`src/rtl/breath_pkg.sv`:
```
package breath_pkg;

   typedef enum logic [2:0] {
      PH_START = 3'd0,
      PH_RISE  = 3'd1,
      PH_HOLD  = 3'd2,
      PH_FALL  = 3'd3,
      PH_GAP   = 3'd4,
      PH_OFF   = 3'd5
   } phase_e;

   typedef enum logic [1:0] {
      MD_IDLE     = 2'd0,
      MD_RUN      = 2'd1,
      MD_PARK_LIT = 2'd2,
      MD_PARK_DRK = 2'd3
   } mode_e;

   localparam logic [7:0] START_KEY  = 8'hC5;
   localparam int         NUM_PHASES = 6;
   localparam int         CODE_W     = 4;

   // duration of a code in hundredths of a second
   function automatic int unsigned code_cs(input logic [3:0] c);
      case (c)
         4'd0:  return 3;
         4'd1:  return 13;
         4'd2:  return 26;
         4'd3:  return 38;
         4'd4:  return 51;
         4'd5:  return 77;
         4'd6:  return 104;
         4'd7:  return 160;
         4'd8:  return 210;
         4'd9:  return 260;
         4'd10: return 310;
         4'd11: return 420;
         4'd12: return 520;
         4'd13: return 620;
         4'd14: return 730;
         default: return 830;
      endcase
   endfunction

   // nearest whole number of ticks, at least one
   function automatic int unsigned code_ticks(input logic [3:0] c, input int unsigned tick_us);
      longint unsigned us;
      longint unsigned t;
      us = longint'(code_cs(c)) * 64'd10000;
      t  = (us + longint'(tick_us / 2)) / longint'(tick_us);
      if (t == 0) t = 1;
      return int'(t);
   endfunction

endpackage

```
`src/rtl/breath_dur_sel.sv`:
```
module breath_dur_sel #(
   parameter int unsigned TICK_US = 10000,
   parameter int          DUR_W   = 10
) (
   input  logic [3:0]       code_i,
   output logic [DUR_W-1:0] ticks_m1_o
);
   localparam int unsigned MAX_T = breath_pkg::code_ticks(4'hF, TICK_US);

   if (DUR_W < $clog2(MAX_T + 1)) begin : g_bad_w
      $error("breath_dur_sel: DUR_W too narrow for longest code");
   end

   logic [DUR_W-1:0] tbl [16];

   for (genvar g = 0; g < 16; g++) begin : g_tbl
      localparam int unsigned T = breath_pkg::code_ticks(4'(g), TICK_US);
      assign tbl[g] = DUR_W'(T - 1);
   end

   assign ticks_m1_o = tbl[code_i];
endmodule

```
`src/rtl/breath_loop_ctr.sv`:
```
module breath_loop_ctr #(
   parameter int W = 4
) (
   input  logic         clk,
   input  logic         rst_n,
   input  logic         load_i,
   input  logic [W-1:0] load_val_i,
   input  logic         dec_i,
   output logic [W-1:0] cnt_o,
   output logic         last_o
);
   // value 0 = endless: never decremented, never last
   always_ff @(posedge clk) begin
      if (!rst_n)                      cnt_o <= '0;
      else if (load_i)                 cnt_o <= load_val_i;
      else if (dec_i && cnt_o > W'(1)) cnt_o <= cnt_o - W'(1);
   end

   assign last_o = (cnt_o == W'(1));
endmodule

```
`src/rtl/breath_col_pick.sv`:
```
module breath_col_pick #(
   parameter int NCOL  = 3,
   parameter int IDX_W = 2
) (
   input  logic [NCOL-1:0]  cen_i,
   input  logic [IDX_W-1:0] cur_i,
   output logic [IDX_W-1:0] first_o,
   output logic [IDX_W-1:0] next_o,
   output logic             has_next_o
);
   always_comb begin
      first_o    = '0;
      next_o     = cur_i;
      has_next_o = 1'b0;
      for (int i = NCOL - 1; i >= 0; i--) begin
         if (cen_i[i]) first_o = IDX_W'(i);
         if (cen_i[i] && i > int'(cur_i)) begin
            next_o     = IDX_W'(i);
            has_next_o = 1'b1;
         end
      end
   end
endmodule

```
`src/rtl/breath_seq.sv`:
```
module breath_seq #(
   parameter int          LVL_W   = 8,
   parameter int          NCOL    = 3,
   parameter int          CREP_W  = 2,
   parameter int          PULSE_W = 4,
   parameter int          LOOP_W  = 8,
   parameter int unsigned TICK_US = 10000
) (
   input  logic                     clk,
   input  logic                     rst_n,
   input  logic                     tick_i,
   input  logic                     upd_we_i,
   input  logic [7:0]               upd_data_i,
   input  logic [23:0]              cfg_dur_i,
   input  logic [NCOL*LVL_W-1:0]    cfg_lvl_i,
   input  logic [NCOL-1:0]          cfg_cen_i,
   input  logic [NCOL*CREP_W-1:0]   cfg_crep_i,
   input  logic [PULSE_W-1:0]       cfg_pulses_i,
   input  logic [LOOP_W-1:0]        cfg_loops_i,
   input  logic                     cfg_hold_en_i,
   input  logic                     cfg_hold_on_i,
   input  logic [1:0]               cfg_next_i,
   output logic [LVL_W-1:0]         lvl_o,
   output logic [1:0]               ramp_o,
   output logic [2:0]               phase_o,
   output logic [7:0]               state_o,
   output logic                     chain_o,
   output logic [1:0]               chain_sel_o
);
   import breath_pkg::*;

   localparam int IDX_W  = (NCOL > 1) ? $clog2(NCOL) : 1;
   localparam int LCNT_W = LOOP_W - 1 + 4;
   localparam int DUR_W  = $clog2(code_ticks(4'hF, TICK_US) + 1);
   localparam int DUR_VW = NUM_PHASES * CODE_W;

   if (NCOL < 1 || NCOL > 3) begin : g_bad_ncol
      $error("breath_seq: NCOL must be 1..3");
   end
   if (LOOP_W < 2) begin : g_bad_loop
      $error("breath_seq: LOOP_W must be at least 2");
   end
   if (TICK_US < 1) begin : g_bad_tick
      $error("breath_seq: TICK_US must be positive");
   end
   if (LVL_W < 1 || CREP_W < 1 || PULSE_W < 1) begin : g_bad_w
      $error("breath_seq: field widths must be positive");
   end

   // working copies captured at start
   logic [DUR_VW-1:0]        w_dur;
   logic [NCOL*LVL_W-1:0]    w_lvl;
   logic [NCOL-1:0]          w_cen;
   logic [NCOL*CREP_W-1:0]   w_crep;
   logic [PULSE_W-1:0]       w_pulses;
   logic                     w_hold_en, w_hold_on;
   logic [1:0]               w_next;

   mode_e                    mode_q, mode_d;
   phase_e                   ph_q, ph_d;
   logic [IDX_W-1:0]         col_q, col_d;
   logic [DUR_W-1:0]         dcnt_q;
   logic                     chain_q;
   logic [1:0]               sel_q;

   logic                     go;
   logic                     phase_end;
   logic                     enter;
   logic                     fin;
   logic                     pul_ld, pul_dec, rep_ld, rep_dec, loop_dec;
   logic [CREP_W-1:0]        rep_val;
   logic [3:0]               sel_code;
   logic [DUR_W-1:0]         ticks_m1;
   logic [LCNT_W-1:0]        loop_val;

   logic [IDX_W-1:0]         col_first, col_next;
   logic                     col_has_next;
   logic [PULSE_W-1:0]       pul_cnt;
   logic [CREP_W-1:0]        rep_cnt;
   logic [LCNT_W-1:0]        loop_cnt;
   logic                     pul_last, rep_last, loop_last;
   logic                     final_pulse;
   logic [CREP_W-1:0]        crep_first, crep_next;

   assign go        = upd_we_i && (upd_data_i == START_KEY) && (|cfg_cen_i);
   assign phase_end = (mode_q == MD_RUN) && tick_i && (dcnt_q == '0);

   assign loop_val  = cfg_loops_i[LOOP_W-1]
                    ? {cfg_loops_i[LOOP_W-2:0], 4'b0000}
                    : {4'b0000, cfg_loops_i[LOOP_W-2:0]};

   assign crep_first = w_crep[int'(col_first)*CREP_W +: CREP_W];
   assign crep_next  = w_crep[int'(col_next)*CREP_W +: CREP_W];

   breath_col_pick #(.NCOL(NCOL), .IDX_W(IDX_W)) u_pick (
      .cen_i      (w_cen),
      .cur_i      (col_q),
      .first_o    (col_first),
      .next_o     (col_next),
      .has_next_o (col_has_next)
   );

   breath_loop_ctr #(.W(PULSE_W)) u_pul (
      .clk(clk), .rst_n(rst_n), .load_i(pul_ld), .load_val_i(w_pulses),
      .dec_i(pul_dec), .cnt_o(pul_cnt), .last_o(pul_last)
   );

   breath_loop_ctr #(.W(CREP_W)) u_rep (
      .clk(clk), .rst_n(rst_n), .load_i(rep_ld), .load_val_i(rep_val),
      .dec_i(rep_dec), .cnt_o(rep_cnt), .last_o(rep_last)
   );

   breath_loop_ctr #(.W(LCNT_W)) u_loop (
      .clk(clk), .rst_n(rst_n), .load_i(go), .load_val_i(loop_val),
      .dec_i(loop_dec), .cnt_o(loop_cnt), .last_o(loop_last)
   );

   assign final_pulse = pul_last && rep_last && !col_has_next && loop_last;

   // sequencing decision
   always_comb begin
      mode_d   = mode_q;
      ph_d     = ph_q;
      col_d    = col_q;
      enter    = 1'b0;
      fin      = 1'b0;
      pul_ld   = 1'b0;
      pul_dec  = 1'b0;
      rep_ld   = 1'b0;
      rep_dec  = 1'b0;
      loop_dec = 1'b0;
      rep_val  = crep_first;
      if (go) begin
         mode_d = MD_RUN;
         ph_d   = PH_START;
         enter  = 1'b1;
      end else if (phase_end) begin
         unique case (ph_q)
            PH_START: begin
               ph_d   = PH_RISE;
               col_d  = col_first;
               pul_ld = 1'b1;
               rep_ld = 1'b1;
               enter  = 1'b1;
            end
            PH_RISE: begin
               ph_d  = PH_HOLD;
               enter = 1'b1;
            end
            PH_HOLD: begin
               if (final_pulse && w_hold_en && w_hold_on) begin
                  mode_d = MD_PARK_LIT;
                  fin    = 1'b1;
               end else begin
                  ph_d  = PH_FALL;
                  enter = 1'b1;
               end
            end
            PH_FALL: begin
               enter = 1'b1;
               ph_d  = PH_GAP;
               if (!pul_last) begin
                  pul_dec = 1'b1;
               end else if (!rep_last) begin
                  pul_ld  = 1'b1;
                  rep_dec = 1'b1;
               end else if (col_has_next) begin
                  col_d   = col_next;
                  pul_ld  = 1'b1;
                  rep_ld  = 1'b1;
                  rep_val = crep_next;
               end else begin
                  ph_d = PH_OFF;
               end
            end
            PH_GAP: begin
               ph_d  = PH_RISE;
               enter = 1'b1;
            end
            PH_OFF: begin
               if (!loop_last) begin
                  ph_d     = PH_RISE;
                  col_d    = col_first;
                  pul_ld   = 1'b1;
                  rep_ld   = 1'b1;
                  loop_dec = 1'b1;
                  enter    = 1'b1;
               end else begin
                  fin = 1'b1;
                  if (w_hold_en && !w_hold_on) begin
                     mode_d = MD_PARK_DRK;
                  end else begin
                     mode_d = MD_IDLE;
                     ph_d   = PH_START;
                  end
               end
            end
            default: ph_d = PH_START;
         endcase
      end
   end

   assign sel_code = go ? cfg_dur_i[CODE_W-1:0] : w_dur[int'(ph_d)*CODE_W +: CODE_W];

   breath_dur_sel #(.TICK_US(TICK_US), .DUR_W(DUR_W)) u_dur (
      .code_i     (sel_code),
      .ticks_m1_o (ticks_m1)
   );

   always_ff @(posedge clk) begin
      if (!rst_n) begin
         mode_q <= MD_IDLE;
         ph_q   <= PH_START;
         col_q  <= '0;
         dcnt_q <= '0;
      end else begin
         mode_q <= mode_d;
         ph_q   <= ph_d;
         col_q  <= col_d;
         if (enter)
            dcnt_q <= ticks_m1;
         else if (mode_q == MD_RUN && tick_i && dcnt_q != '0)
            dcnt_q <= dcnt_q - DUR_W'(1);
      end
   end

   always_ff @(posedge clk) begin
      if (!rst_n) begin
         w_dur     <= '0;
         w_lvl     <= '0;
         w_cen     <= '0;
         w_crep    <= '0;
         w_pulses  <= '0;
         w_hold_en <= 1'b0;
         w_hold_on <= 1'b0;
         w_next    <= '0;
      end else if (go) begin
         w_dur     <= cfg_dur_i;
         w_lvl     <= cfg_lvl_i;
         w_cen     <= cfg_cen_i;
         w_crep    <= cfg_crep_i;
         w_pulses  <= cfg_pulses_i;
         w_hold_en <= cfg_hold_en_i;
         w_hold_on <= cfg_hold_on_i;
         w_next    <= cfg_next_i;
      end
   end

   always_ff @(posedge clk) begin
      if (!rst_n) begin
         chain_q <= 1'b0;
         sel_q   <= '0;
      end else begin
         chain_q <= fin && (w_next == 2'b01 || w_next == 2'b10);
         if (fin) sel_q <= w_next;
      end
   end

   // output decode
   logic       lit;
   logic       show_col;
   logic [2:0] col_bits;
   logic       running;

   assign running  = (mode_q == MD_RUN);
   assign lit      = (running && (ph_q == PH_RISE || ph_q == PH_HOLD || ph_q == PH_FALL))
                   || (mode_q == MD_PARK_LIT);
   assign show_col = (running && ph_q != PH_START) || (mode_q == MD_PARK_LIT);
   assign col_bits = show_col ? (3'b001 << col_q) : 3'b000;

   assign lvl_o       = lit ? w_lvl[int'(col_q)*LVL_W +: LVL_W] : '0;
   assign ramp_o      = {running && ph_q == PH_FALL, running && ph_q == PH_RISE};
   assign phase_o     = ph_q;
   assign state_o     = {running, col_bits, 1'b0, ph_q};
   assign chain_o     = chain_q;
   assign chain_sel_o = sel_q;
endmodule

```
`config.mk`:
```
export PLATFORM = sky130hd
export DESIGN_NAME = breath_seq
export DESIGN_NICKNAME = d
export VERILOG_FILES = /design/src/rtl/breath_pkg.sv /design/src/rtl/breath_dur_sel.sv /design/src/rtl/breath_loop_ctr.sv /design/src/rtl/breath_col_pick.sv /design/src/rtl/breath_seq.sv
export SDC_FILE = /design/constraint.sdc
export NUM_CORES = 1
export LEC_CHECK = 0
export BUFFER_PORTS_ARGS = -buffer_cell sky130_fd_sc_hd__buf_2
export CAP_MARGIN = 10
export CORE_ASPECT_RATIO = 0.5
export CORE_UTILIZATION = 50
export CTS_BUF_LIST = sky130_fd_sc_hd__clkbuf_4
export DETAILED_ROUTE_END_ITERATION = 12
export PLACE_DENSITY = 0.84
export REMOVE_ABC_BUFFERS = 1
export SKIP_CTS_REPAIR_TIMING = 1
export SLEW_MARGIN = 0
export SYNTH_ARGS = -nofsm -noshare
export SYNTH_HDL_FRONTEND = slang
export SYNTH_SLANG_ARGS = --single-unit
```
`constraint.sdc`:
```
create_clock -name clk -period 7.25 [get_ports clk]
set_clock_uncertainty 0.15 [all_clocks]
set_input_delay 1.0875 -clock clk [delete_from_list [all_inputs] [get_ports clk]]
set_output_delay 1.0875 -clock clk [all_outputs]
set_load 0.01 [all_outputs]
```
* Word-level counts from Yosys, hierarchy flattened
Memories as Yosys holds them, arrays and structs flattened. Cells that the tools add are included. Widths: inputs -> output; s select.
Operators by class: magnitude comparators 6, bitwise logic cells 3, reductions and logical operators 47, multiplexer cells 80, shift-type cells 5, equal/unequal tests 21, add/subtract/negate cells 4
Operator list (number):
- $mux 10 | 4
- $mux 2 | 20
- $mux 1 | 36
- $mux 11 | 3
- $shiftx 24x6->4 | 1
- $shiftx 24x6->8 | 1
- $logic_and 1x1->1 | 21
- $mux 3 | 6
- $pmux 3 s5 | 1
- $mux 4 | 3
- $ne 2x2->1 const B | 6
- $reduce_bool 2->1 | 6
- $shiftx 6x4->2 | 2
- $eq 11x1->1 const B | 1
- $gt 11x1->1 const B | 1
- $sub 11x1->11 const B | 1
- $logic_not 10->1 | 1
- $reduce_bool 10->1 | 1
- $sub 10x1->10 const B | 1
- $pmux 1 s3 | 3
- $reduce_bool 3->1 | 3
- $eq 8x8->1 const B | 1
- $mux 8 | 1
- $reduce_and 4->1 | 2
- other kinds (27) | 40
Word-level totals: word-level logic and storage cells 185, ROM bits 160, register bits after elaboration 102, memories kept 1
Memories:
- (no name shown) | depth 16, width 10, rd ports 1, clocked after Yosys merged registers in 0, wr ports 0, RTL line breath_dur_sel.sv:21 | assign ticks_m1_o = tbl[code_i];

* Depth between registers and ports, before layout
Gate-level depths: netlist of run 1.
depth in word-level cells 20, depth in mapped cells 17

* Cells and area by module
From an unflattened synthesis of run 1, not the netlist that was laid out.
Unflattened totals: cells, all modules 750, area total of the unflattened synthesis 5776.8 µm²
By module, submodules not included:
- breath_seq | area each 4290.4 µm², seq. area each 1701.6 µm², cells an instance 567, times used 1
- breath_loop_ctr (u_loop) | area each 743.2 µm², seq. area each 220.2 µm², cells an instance 85, times used 1
- breath_dur_sel | area each 292.8 µm², seq. area each 0.0 µm², cells an instance 41, times used 1
- breath_loop_ctr (u_pul) | area each 284.0 µm², seq. area each 80.1 µm², cells an instance 36, times used 1
- breath_loop_ctr (u_rep) | area each 110.1 µm², seq. area each 40.0 µm², cells an instance 13, times used 1
- breath_col_pick | area each 56.3 µm², seq. area each 0.0 µm², cells an instance 8, times used 1

* Worst setup path before layout of run 1
No wires, ideal clock.
kind input -> register, start input port upd_data_i[1], end register dcnt_q[3], stages 11, arrival 3.689 ns, path slack 3.273 ns, path buffers 1, cell sequence or4b_4 -> or4_4 -> o21ai_1 -> a31o_1 -> mux2i_1 -> mux2i_1 -> a311o_2 -> buf_6 -> nor3b_1 -> a211oi_1 -> a211oi_1
Between the ends: word-level cells in the longest chain between the ends 11, elaborated cells between the ends (all ways) 13, classes of those cells eq/ne (1); shift (1); mux (6); bitwise (1); reduce/logical (3); memory (1)
Ends and longest elaborated chain:
- start: declaration | RTL line breath_seq.sv:13 | input logic [7:0] upd_data_i,
- $eq 8x8->1 * | RTL line breath_seq.sv:85 | assign go = upd_we_i && (upd_data_i == START_KEY) && (|cfg_cen_i);
- $logic_and 1x1->1 * (2 in series) | RTL line breath_seq.sv:85
- $mux 3 | RTL line breath_seq.sv:133 | if (go) begin
- $shiftx 24x6->4 | RTL line breath_seq.sv:203 | assign sel_code = go ? cfg_dur_i[CODE_W-1:0] : w_dur[int'(ph_d)*CODE_W +: CODE_W];
- $mux 4 | RTL line breath_seq.sv:203
- $not 4->5 (implied by the code) | RTL line breath_dur_sel.sv:21
- $mem_v2 16x10
- $mux 10 (implied by the code) (2 in series) | RTL line breath_dur_sel.sv:21
- $mux 10 | RTL line breath_seq.sv:220 | if (enter)
- end signal: assignment | RTL line breath_seq.sv:221 | dcnt_q <= ticks_m1;
- end signal: assignment | RTL line breath_seq.sv:223 | dcnt_q <= dcnt_q - DUR_W'(1);
- end: declaration | RTL line breath_seq.sv:62 | logic [DUR_W-1:0] dcnt_q;
Every way passes the cells marked *; elsewhere a longest branch is shown, timed or not. The select of a mux whose other input is x is not followed. A chain may end at the register's enable or synchronous reset.

* Final worst setup path of run 1
start register ph_q[1] (netlist: phase_o[1]), end register dcnt_q[3]
Between the ends: word-level cells in the longest chain between the ends 12, elaborated cells between the ends (all ways) 25, classes of those cells eq/ne (5); shift (1); mux (13); bitwise (1); reduce/logical (4); memory (1)
Ends and longest elaborated chain:
- start: declaration | RTL line breath_seq.sv:60 | phase_e ph_q, ph_d;
- start signal: assignment | RTL line breath_seq.sv:218 | ph_q <= ph_d;
- $eq 3x3->1 (tied with other cells) | RTL line breath_seq.sv:138 | unique case (ph_q)
- $reduce_or 2->1 (no line) / $mux 3 (equally long branches)
- $pmux 3 s5 | RTL line breath_seq.sv:138
- $mux 3 | RTL line breath_seq.sv:137 | end else if (phase_end) begin
- $mux 3 | RTL line breath_seq.sv:133
- $shiftx 24x6->4 | RTL line breath_seq.sv:203
- $mux 4 | RTL line breath_seq.sv:203
- $not 4->5 (implied by the code) | RTL line breath_dur_sel.sv:21
- $mem_v2 16x10
- $mux 10 (implied by the code) (2 in series) | RTL line breath_dur_sel.sv:21
- $mux 10 | RTL line breath_seq.sv:220
Parallel ways exist; a longest one is shown, timed or not. The select of a mux whose other input is x is not followed.

==> results.sh, run 1 <==
export IMPL_synth_seq_cells=102
export IMPL_groute_usage_overall_pct=23.6
export IMPL_dp_hpwl_mm=9.60
export IMPL_drive_above_1_share_pct=19.4
export IMPL_share_clk_of_total_power_pct=33.9
export IMPL_totalNegativeSetupSlack_ps=0
export IMPL_die_w_um=153
export IMPL_critical_path_arrival_ps=4800
export IMPL_placed_cell_area_mm2=0.00619
export IMPL_synth_area_mm2=0.00571
export IMPL_synthesis_instances=739
export IMPL_relSlewSlack_pct=26.9
export IMPL_yosysWarningCount=0
export IMPL_asyncSetResetFlopFracSynth_pct=0
export IMPL_clock_tree_from_tritoncts="yes"
export IMPL_run_status="complete, no violations"
export IMPL_worstRegToRegCells=13
export IMPL_ws_path_type="reg2reg"
export IMPL_path_clk_slew_ps=160
export IMPL_count_of_fill_cells_added_during_filler_insertion=1022
export IMPL_number_of_clock_buffers_inserted_by_tritoncts=9
export IMPL_global_route_wire_length_before_repair_mm=23.0
export IMPL_switching_fraction_pct=24.6
export IMPL_final_cell_area_mm2=0.00634
export IMPL_synthMostInstantiatedCell="sky130_fd_sc_hd__nand2_1"
export IMPL_first_global_vias=5021
export IMPL_worst_r2r_setup_slack_ps=2650
export IMPL_timing_worst_slew_pin_value_ps=1080
export IMPL_launching_instance_or_port_of_the_critical_path="phase_o[1]"
export IMPL_yosys_area_top_type="sky130_fd_sc_hd__dfxtp_1"
export IMPL_synth_top_cells_by_area="sky130_fd_sc_hd__dfxtp_1 (36%), sky130_fd_sc_hd__nand2_1 (10%), sky130_fd_sc_hd__a21oi_1 (8.8%), sky130_fd_sc_hd__nor2_1 (4.5%), sky130_fd_sc_hd__mux2i_1 (4.2%)"
export IMPL_setup_viol_count_final=0
export IMPL_drt_first_iter_violations=291
export IMPL_regToRegEndpoint="dcnt_q[3]"
export IMPL_clockBufferDepth=2
export IMPL_grt_start_max_net_pins=62
export IMPL_power_static_leakage_nw=2.34
export IMPL_hold_worst_path_end="w_lvl[14]"
export IMPL_fin_nets=908
export IMPL_wl_mm=13.6
export IMPL_numPlacedInstances=947
export IMPL_regArea_mm2=0.00204
export IMPL_insertedDiodeCount=0
export IMPL_synth_cell_types=78
export IMPL_worst_hold_check_slack_ps=315
export IMPL_final_period_utilization_pct=63.4
export IMPL_dr_total_vias=5354
export IMPL_utilization_pct=57.4
export IMPL_hold_path_depth=2
export IMPL_synthesis_area_per_instance_um2=7.73
export IMPL_finalHoldViolations=0
export IMPL_rsz0062_at_grt="no"
export IMPL_drcViolationCount=0
export IMPL_floorplan_die_area_mm2=0.0119
export IMPL_power_frac_comb_pct=4.7
export IMPL_synth_top_cell_area_share_pct=35.8
export IMPL_hp_start="w_lvl[14]"
export IMPL_vdd_drop_max_mv=0.0932
export IMPL_timing_hold_worst_class="reg2reg"
export IMPL_globalRouteOverflowTotal=0
export IMPL_synth_seq_area_share_pct=35.8
export IMPL_cp_start_kind="flip-flop"
export IMPL_initial_antenna_violation_count=0
export IMPL_gp_congestion=0.889
export IMPL_timing_final_max_slew_violations=0
export IMPL_timing_fmax_mhz=217
export IMPL_cts_max_level=3
export IMPL_synth_cell_count_leaders="sky130_fd_sc_hd__nand2_1 (154), sky130_fd_sc_hd__dfxtp_1 (102), sky130_fd_sc_hd__a21oi_1 (100)"
export IMPL_worst_path_max_fanout=17
export IMPL_post_drt_wl_per_cell_um=14.2
export IMPL_core_area_mm2=0.0110
export IMPL_fin_crit_ps=4600
export IMPL_synth_edff_count=0
export IMPL_crit_path_end_kind="flip-flop"
export IMPL_num_rows=27
export IMPL_buffer_ports_inserted=107
export IMPL_timing_critical_path_required_ps=7450
export IMPL_synth_ff_type="sky130_fd_sc_hd__dfxtp_1"
export IMPL_total_switching_power_mw=0.225
export IMPL_cts_num_sinks=102
export IMPL_floorplan_die_height_um=77.6
export IMPL_pin_count=109
export IMPL_multi_input_area_mm2=0.00331
export IMPL_power_frac_seq_pct=61.4
export IMPL_power_internal_mw=0.691
export IMPL_maxCapViolCount=0
export IMPL_floorplan_initialDensity_pct=51.7
export IMPL_detail_route_antenna_nets=0
export IMPL_final_cell_count_no_fill=963
export IMPL_clk_latency_ps=480
export IMPL_area_growth_syn_to_layout_pct=11.1
export IMPL_drt_first_pass_iters=4
export IMPL_cts_root_buf="sky130_fd_sc_hd__clkbuf_4"
export IMPL_worstReg2RegStart="phase_o[1]"
export IMPL_power_density_mw_per_mm2=144
export IMPL_viasPerCell=5.56
## cell usage in the layout, fill, tap and decap left out, types with 16 or more instances in the layout
| cell | instances |
|---|---|
| sky130_fd_sc_hd__nand2_1 | 154 |
| sky130_fd_sc_hd__inv_1 | 20 |
| sky130_fd_sc_hd__nand3_1 | 22 |
| sky130_fd_sc_hd__nor2_1 | 68 |
| sky130_fd_sc_hd__mux2i_1 | 24 |
| sky130_fd_sc_hd__o21ai_0 | 18 |
| sky130_fd_sc_hd__a211oi_1 | 18 |
| sky130_fd_sc_hd__nor3_1 | 16 |
| sky130_fd_sc_hd__buf_2 | 107 |
| sky130_fd_sc_hd__a21oi_1 | 100 |
| sky130_fd_sc_hd__dfxtp_1 | 102 |
## worst max path at each step
stage / to / slack [ps] / depth (start not counted)
finish: dcnt_q[3] / 2650 / 13
global placement: dcnt_q[5] / 2750 / 9
global route: dcnt_q[3] / 2300 / 13
floorplan: dcnt_q[3] / 1160 / 12
CTS: dcnt_q[3] / 2690 / 13
detailed placement: dcnt_q[3] / 2580 / 14
## power by group through the flow
stage | clock (mW) | combinational (mW) | sequential (mW)
after CTS | 0.320 | 0.0430 | 0.562
after global placement | 0 | 0.0422 | 0.574
after floorplan | 0 | 0.0130 | 0.574
after global routing | 0.342 | 0.0473 | 0.563
final | 0.311 | 0.0430 | 0.562
after detailed placement | 0 | 0.0427 | 0.574
## critical path, stage by stage, from the launching register on
cell and delay, ps:
sky130_fd_sc_hd__dfxtp_1 700, sky130_fd_sc_hd__nand3b_1 340, sky130_fd_sc_hd__nor4b_1 450, sky130_fd_sc_hd__a21oi_1 190
sky130_fd_sc_hd__a41oi_1 920, sky130_fd_sc_hd__nand3_1 160, sky130_fd_sc_hd__a211o_1 330, sky130_fd_sc_hd__a31oi_4 240
sky130_fd_sc_hd__inv_1 130, sky130_fd_sc_hd__ha_1 310, sky130_fd_sc_hd__inv_1 80, sky130_fd_sc_hd__mux2i_1 80
sky130_fd_sc_hd__a211oi_1 320, sky130_fd_sc_hd__a211oi_1 80
## sequential cells by signal, indices dropped and copies added (netlist names)
signal	flops
phase_o	3
u_pul.cnt_o	4
col_q	2
chain_sel_o	2
u_rep.cnt_o	2
chain_o	1
w_hold_on	1
w_pulses	4
mode_q	2
w_cen	3
w_crep	6
dcnt_q	10
w_next	2
w_dur	24
w_lvl	24
u_loop.cnt_o	11
w_hold_en	1
## per-stage QoR
step	worst slack (ps)	power, mW
after floorplan	1160	0.587
after global placement	2750	0.616
after detailed placement	2580	0.617
after CTS	2690	0.925
after global routing	2300	0.952
final	2650	0.916
## final cells by class
type                            instances  area share (%)
Clock buffer                            9            1.07
Clock inverter                          7            1.28
Timing Repair Buffer                  112            9.03
Inverter                               23            1.36
Tap cell                              145            2.86
Sequential cell                       102            32.2
Multi-Input combinational cell        565            52.2
## cell families after synthesis
| kind of cell | count (synthesis) | synth area share, % |
|---|---|---|
| fa+ha+maj | 10 | 2.19 |
| mux | 28 | 5.00 |
| compound gates | 185 | 20.7 |
| xor+xnor | 23 | 3.53 |
| other cells | 1 | 0.0657 |
| simple gates | 318 | 26.6 |
| flops | 102 | 35.8 |
| buf+inv | 72 | 6.24 |
## routing by layer
| metal | global-route usage, % | vias up | part of all wire [%] |
|---|---|---|---|
| met5 | 0 | - | 0 |
| met2 | 40.5 | 149 | 46 |
| met1 | 29.7 | 2478 | 47 |
| met4 | 8.48 | 0 | 2.1 |
| li1 | - | 2698 | - |
| met3 | 4.30 | 29 | 4.7 |
Note: power is estimated with default switching activity, not from simulation.
==> inputs of run 2 (changes only) <==
Settings changed: PLACE_DENSITY 0.84 to 0.87.
Clock period 7.25 ns to 4 ns, I/O delays scaled along.
==> results.sh, run 2 (synthesis gave the netlist of run 1 again) <==
export IMPL_run_status="complete, no violations"
export IMPL_power_frac_comb_pct=5.1
export IMPL_largestRegisters="w_dur (24), w_lvl (24), u_loop.cnt_o (11)"
export IMPL_worstRegToRegCells=15
export IMPL_floorplan_die_height_um=77.6
export IMPL_critPathMaxStageDelay_ps=440
export IMPL_global_route_wire_length_before_repair_mm=23.6
export IMPL_grt_util_met2_pct=40.6
export IMPL_worst_path_max_fanout=7
export IMPL_total_switching_power_mw=0.400
export IMPL_drcViolationCount=0
export IMPL_share_clk_of_total_power_pct=31.0
export IMPL_first_global_vias=5103
export IMPL_wl_mm=14.2
export IMPL_ws_path_type="reg2reg"
export IMPL_timing_hold_worst_class="in2reg"
export IMPL_grt_start_max_net_pins=47
export IMPL_groute_usage_overall_pct=24.2
export IMPL_floorplan_initialDensity_pct=51.7
export IMPL_drive_above_1_share_pct=21.3
export IMPL_met1_use_gr_pct=32.1
export IMPL_maxCapViolCount=0
export IMPL_power_frac_seq_pct=63.9
export IMPL_cts_root_buf="sky130_fd_sc_hd__clkbuf_4"
export IMPL_crit_path_frequent_cell="sky130_fd_sc_hd__inv_1"
export IMPL_relSlewSlack_pct=44.1
export IMPL_hold_path_depth=3
export IMPL_insertedDiodeCount=0
export IMPL_drt_first_iter_violations=471
export IMPL_floorplan_die_area_mm2=0.0119
export IMPL_timing_critical_path_required_ps=4250
export IMPL_timing_critical_path_slowest_stage_cell="sky130_fd_sc_hd__nor3_1"
export IMPL_cp_start_kind="flip-flop"
export IMPL_multi_input_area_mm2=0.00332
export IMPL_crit_chain="inv_1, ha_1, or2b_2, and4bb_1, xnor2_1, nor3_1, and4_1, a311oi_2, a31oi_4, inv_1, ha_1, inv_1, mux2i_1, mux2_2, a21oi_1"
export IMPL_area_growth_syn_to_layout_pct=13.1
export IMPL_power_density_mw_per_mm2=247
export IMPL_critical_path_arrival_ps=3970
export IMPL_commonest_non_fill_non_tap_cells_in_the_layout="sky130_fd_sc_hd__nand2_1 (154), sky130_fd_sc_hd__buf_2 (107), sky130_fd_sc_hd__dfxtp_1 (102), sky130_fd_sc_hd__a21oi_1 (100), sky130_fd_sc_hd__nor2_1 (68)"
export IMPL_regArea_mm2=0.00204
export IMPL_regToRegEndpoint="dcnt_q[4]"
export IMPL_viasPerCell=5.60
export IMPL_worstReg2RegStart="dcnt_q[0]"
export IMPL_worst_r2r_setup_slack_ps=280
export IMPL_fin_crit_ps=3720
export IMPL_clockBufferDepth=2
export IMPL_power_static_leakage_nw=2.42
export IMPL_gp_congestion=0.886
export IMPL_clk_latency_ps=470
export IMPL_top_usage_layer="met2"
export IMPL_core_area_mm2=0.0110
export IMPL_hold_worst_path_end="w_next[1]"
export IMPL_fin_total_pwr_mw=1.60
export IMPL_path_clk_slew_ps=170
export IMPL_power_internal_mw=1.20
export IMPL_timing_worst_slew_pin_value_ps=837
export IMPL_timing_final_max_slew_violations=0
export IMPL_crit_path_end_kind="flip-flop"
export IMPL_drt_first_pass_iters=5
export IMPL_initial_antenna_violation_count=0
export IMPL_switching_fraction_pct=25.1
export IMPL_final_period_utilization_pct=93.1
export IMPL_final_common_cell="sky130_fd_sc_hd__nand2_1"
export IMPL_timing_fmax_mhz=268
export IMPL_fin_nets=926
export IMPL_rsz0062_at_grt="no"
export IMPL_finalHoldViolations=0
export IMPL_globalRouteOverflowTotal=0
export IMPL_dr_total_vias=5493
export IMPL_buffer_ports_inserted=107
export IMPL_gr_usage_met3_pct=3.91
export IMPL_pin_count=109
export IMPL_die_w_um=153
export IMPL_clock_tree_from_tritoncts="yes"
export IMPL_hp_start="cfg_next_i[1]"
export IMPL_worst_hold_check_slack_ps=193
export IMPL_detail_route_antenna_nets=0
export IMPL_cts_num_sinks=102
export IMPL_post_drt_wl_per_cell_um=14.5
export IMPL_number_of_clock_buffers_inserted_by_tritoncts=9
export IMPL_count_of_fill_cells_added_during_filler_insertion=973
export IMPL_num_rows=27
export IMPL_vdd_drop_max_mv=0.129
export IMPL_setup_viol_count_final=0
export IMPL_cts_max_level=3
export IMPL_dp_hpwl_mm=10.5
## run 2: through the flow
step	utilization (%)	setup WS [ps]	TNS, ps	cell area, um2	instances
2_1_floorplan	-	-1600	-13720	5440	690
3_3_place_gp	57.3	247	0	6330	965
3_5_place_dp	57.3	176	0	6330	965
4_1_cts	58.4	256	0	6450	981
5_1_grt	58.4	49.2	0	6460	981
6_report	58.4	275	0	6460	981
## run 2: worst max path at each step
stage / startpoint / endpoint / slack [ps] / depth (start not counted)
after floorplan: upd_data_i[1] / dcnt_q[3] / -1600 / 12
after global placement: upd_data_i[1] / dcnt_q[1] / 250 / 11
after detailed placement: upd_data_i[1] / dcnt_q[3] / 180 / 13
after CTS: u_pul.cnt_o[0] / dcnt_q[4] / 260 / 15
after global routing: dcnt_q[0] / dcnt_q[4] / 50 / 16
final: dcnt_q[0] / dcnt_q[4] / 280 / 15
## run 2: final cells by class
class                      instances  area share (%)
clock buffer                      10            1.16
clock inverter                     6           0.717
inverter                          23            1.34
multi-input combinational        565            51.4
sequential                       102            31.6
tap                              145            2.81
timing repair buffer             130            11.0
## run 2: power by group through the flow
| stage | Combinational (mW) | Sequential [mW] | Clock, mW |
|---|---|---|---|
| 3_3_place_gp | 0.0805 | 1.04 | 0 |
| 6_report | 0.0812 | 1.02 | 0.495 |
| 3_5_place_dp | 0.0805 | 1.04 | 0 |
| 5_1_grt | 0.0889 | 1.02 | 0.541 |
| 2_1_floorplan | 0.0235 | 1.04 | 0 |
| 4_1_cts | 0.0810 | 1.02 | 0.506 |
## run 2: worst max-delay path, delay by kind of cell (launching register included)
family,cells,cell delay [ps]
and+or+nand+nor,4,1410
AOI/OAI and AO/OA,3,520
buffers and inverters,3,310
xor gates and xnor gates,1,80
DFF,1,350
muxes,2,330
adders and majority gates,2,500
## run 2: layer usage
metal  vias up  routed length, um  part of all wire (%)
li1       2729                  -                     -
met1      2543               6540                    46
met2       193               6560                    46
met3        28                890                   6.3
met4         0                214                   1.5
met5         -                  0                     0
==> inputs of run 3 (changes only) <==
Settings changed: MAX_ROUTING_LAYER from default to met4, PLACE_DENSITY 0.87 to 0.84.
Clock period 4 ns to 4.6 ns, I/O delays scaled along.
==> results.sh, run 3 (synthesis gave the netlist of run 1 again) <==
export IMPL_critPathMaxStageDelay_ps=560
export IMPL_worst_hold_check_slack_ps=276
export IMPL_buffer_ports_inserted=107
export IMPL_maxCapViolCount=0
export IMPL_vdd_drop_max_mv=0.0947
export IMPL_dp_hpwl_mm=9.88
export IMPL_global_route_wire_length_before_repair_mm=23.3
export IMPL_hold_path_depth=3
export IMPL_setup_viol_count_final=0
export IMPL_commonest_non_fill_non_tap_cells_in_the_layout="sky130_fd_sc_hd__nand2_1 (154), sky130_fd_sc_hd__buf_2 (107), sky130_fd_sc_hd__dfxtp_1 (102), sky130_fd_sc_hd__a21oi_1 (100), sky130_fd_sc_hd__nor2_1 (68)"
export IMPL_numPlacedInstances=958
export IMPL_final_setup_worst_slack_ps=702
export IMPL_gp_congestion=0.858
export IMPL_clockBufferDepth=2
export IMPL_final_period_utilization_pct=84.7
export IMPL_worst_r2r_setup_slack_ps=700
export IMPL_hold_worst_path_end="w_lvl[12]"
export IMPL_number_of_clock_buffers_inserted_by_tritoncts=9
export IMPL_worstRegToRegCells=16
export IMPL_placed_cell_area_mm2=0.00628
export IMPL_drcViolationCount=0
export IMPL_drive_above_1_share_pct=20.5
export IMPL_core_area_mm2=0.0110
export IMPL_timing_hold_worst_class="in2reg"
export IMPL_wl_mm=13.7
export IMPL_ws_path_type="reg2reg"
export IMPL_post_drt_wl_per_cell_um=14.1
export IMPL_dr_total_vias=5372
export IMPL_clock_tree_from_tritoncts="yes"
export IMPL_grt_start_max_net_pins=57
export IMPL_pin_count=109
export IMPL_final_cell_count_no_fill=974
export IMPL_timing_critical_path_slowest_stage_cell="sky130_fd_sc_hd__nor4b_4"
export IMPL_cts_root_buf="sky130_fd_sc_hd__clkbuf_4"
export IMPL_power_static_leakage_nw=2.39
export IMPL_timing_final_max_slew_violations=0
export IMPL_floorplan_initialDensity_pct=51.7
export IMPL_area_growth_syn_to_layout_pct=12.0
export IMPL_run_status="complete, no violations"
export IMPL_post_place_ws_ps=422
export IMPL_drt_first_pass_iters=5
export IMPL_worst_path_max_fanout=11
export IMPL_num_rows=27
export IMPL_insertedDiodeCount=0
export IMPL_cp_start_kind="flip-flop"
export IMPL_largestRegisters="w_dur (24), w_lvl (24), u_loop.cnt_o (11)"
export IMPL_critical_path_buf_inv_count=4
export IMPL_floorplan_die_height_um=77.6
export IMPL_final_common_cell="sky130_fd_sc_hd__nand2_1"
export IMPL_timing_critical_path_required_ps=4770
export IMPL_final_cell_area_mm2=0.00639
export IMPL_utilization_pct=57.9
export IMPL_critical_path_arrival_ps=4060
export IMPL_critical_path_top_delay_family="simple AND/OR/NAND/NOR gates"
export IMPL_hp_start="cfg_lvl_i[12]"
export IMPL_path_clk_slew_ps=170
export IMPL_worstReg2RegStart="dcnt_q[0]"
export IMPL_die_w_um=153
export IMPL_totalNegativeSetupSlack_ps=0
export IMPL_fin_nets=919
export IMPL_first_global_vias=5158
export IMPL_crit_path_end_kind="flip-flop"
export IMPL_timing_worst_slew_pin_value_ps=969
export IMPL_fin_total_pwr_mw=1.37
export IMPL_regToRegEndpoint="dcnt_q[3]"
export IMPL_viasPerCell=5.52
export IMPL_power_density_mw_per_mm2=215
export IMPL_initial_antenna_violation_count=0
export IMPL_cts_num_sinks=102
export IMPL_rsz0062_at_grt="no"
export IMPL_globalRouteOverflowTotal=0
export IMPL_relSlewSlack_pct=35.3
export IMPL_clk_latency_ps=470
export IMPL_cts_max_level=3
export IMPL_crit_chain="inv_1, ha_1, or2b_2, nor4b_4, nor2_2, a41oi_1, buf_4, nand3_1, a211o_1, a31oi_4, inv_1, ha_1, inv_1, mux2i_1, a211oi_1, a211oi_1"
export IMPL_fin_crit_ps=3900
export IMPL_finalHoldViolations=0
export IMPL_crit_path_frequent_cell="sky130_fd_sc_hd__inv_1"
export IMPL_drt_first_iter_violations=423
export IMPL_floorplan_die_area_mm2=0.0119
export IMPL_detail_route_antenna_nets=0
export IMPL_groute_usage_overall_pct=24.4
export IMPL_timing_fmax_mhz=257
run 3: cell types whose count changed in the layout (fill, tap and decap cells not counted):
cell | before | now
sky130_fd_sc_hd__nor3b_2 | 1 | 0
sky130_fd_sc_hd__clkinv_2 | 1 | 3
sky130_fd_sc_hd__clkbuf_4 | 10 | 9
sky130_fd_sc_hd__buf_4 | 23 | 16
sky130_fd_sc_hd__nor3b_1 | 3 | 4
sky130_fd_sc_hd__clkinvlp_4 | 2 | 1
run 3: how the worst max path moves through the flow:
stage,from,endpoint,slack [ps],cells past startpoint
2_1_floorplan,upd_data_i[1],dcnt_q[3],-1090,12
3_3_place_gp,upd_data_i[1],dcnt_q[1],550,11
3_5_place_dp,upd_data_i[1],dcnt_q[3],420,13
4_1_cts,dcnt_q[0],dcnt_q[4],740,16
5_1_grt,dcnt_q[0],dcnt_q[4],510,16
6_report,dcnt_q[0],dcnt_q[3],700,16
run 3: area by class of cell:
type / instances / area (um2)
Clock buffer: 9 / 67.6
Timing Repair Buffer: 123 / 656
Tap cell: 145 / 181
Multi-Input combinational cell: 565 / 3310
Inverter: 23 / 86.3
Fill cell: 1023 / 4650
Sequential cell: 102 / 2040
Clock inverter: 7 / 48.8
run 3: worst reg2reg max path, stage by stage, from the launching register on:
cell	delay, ps
sky130_fd_sc_hd__dfxtp_1	340
sky130_fd_sc_hd__inv_1	90
sky130_fd_sc_hd__ha_1	190
sky130_fd_sc_hd__or2b_2	360
sky130_fd_sc_hd__nor4b_4	560
sky130_fd_sc_hd__nor2_2	90
sky130_fd_sc_hd__a41oi_1	210
sky130_fd_sc_hd__buf_4	220
sky130_fd_sc_hd__nand3_1	100
sky130_fd_sc_hd__a211o_1	300
sky130_fd_sc_hd__a31oi_4	230
sky130_fd_sc_hd__inv_1	130
sky130_fd_sc_hd__ha_1	310
sky130_fd_sc_hd__inv_1	80
sky130_fd_sc_hd__mux2i_1	80
sky130_fd_sc_hd__a211oi_1	250
sky130_fd_sc_hd__a211oi_1	70
run 3: report_power, final:
part,internal [mW],switching (mW)
clock,0.113,0.308
combinational,0.0318,0.0359
sequential,0.885,0.000973
total,1.03,0.345
run 3: per-layer routing:
metal | part of all wire, % | wire, um | track usage [%]
met5 | 0 | 0 | -
met4 | 1.2 | 159 | 6.77
met1 | 48 | 6560 | 30.0
met3 | 4.7 | 645 | 5.14
met2 | 46 | 6360 | 40.8
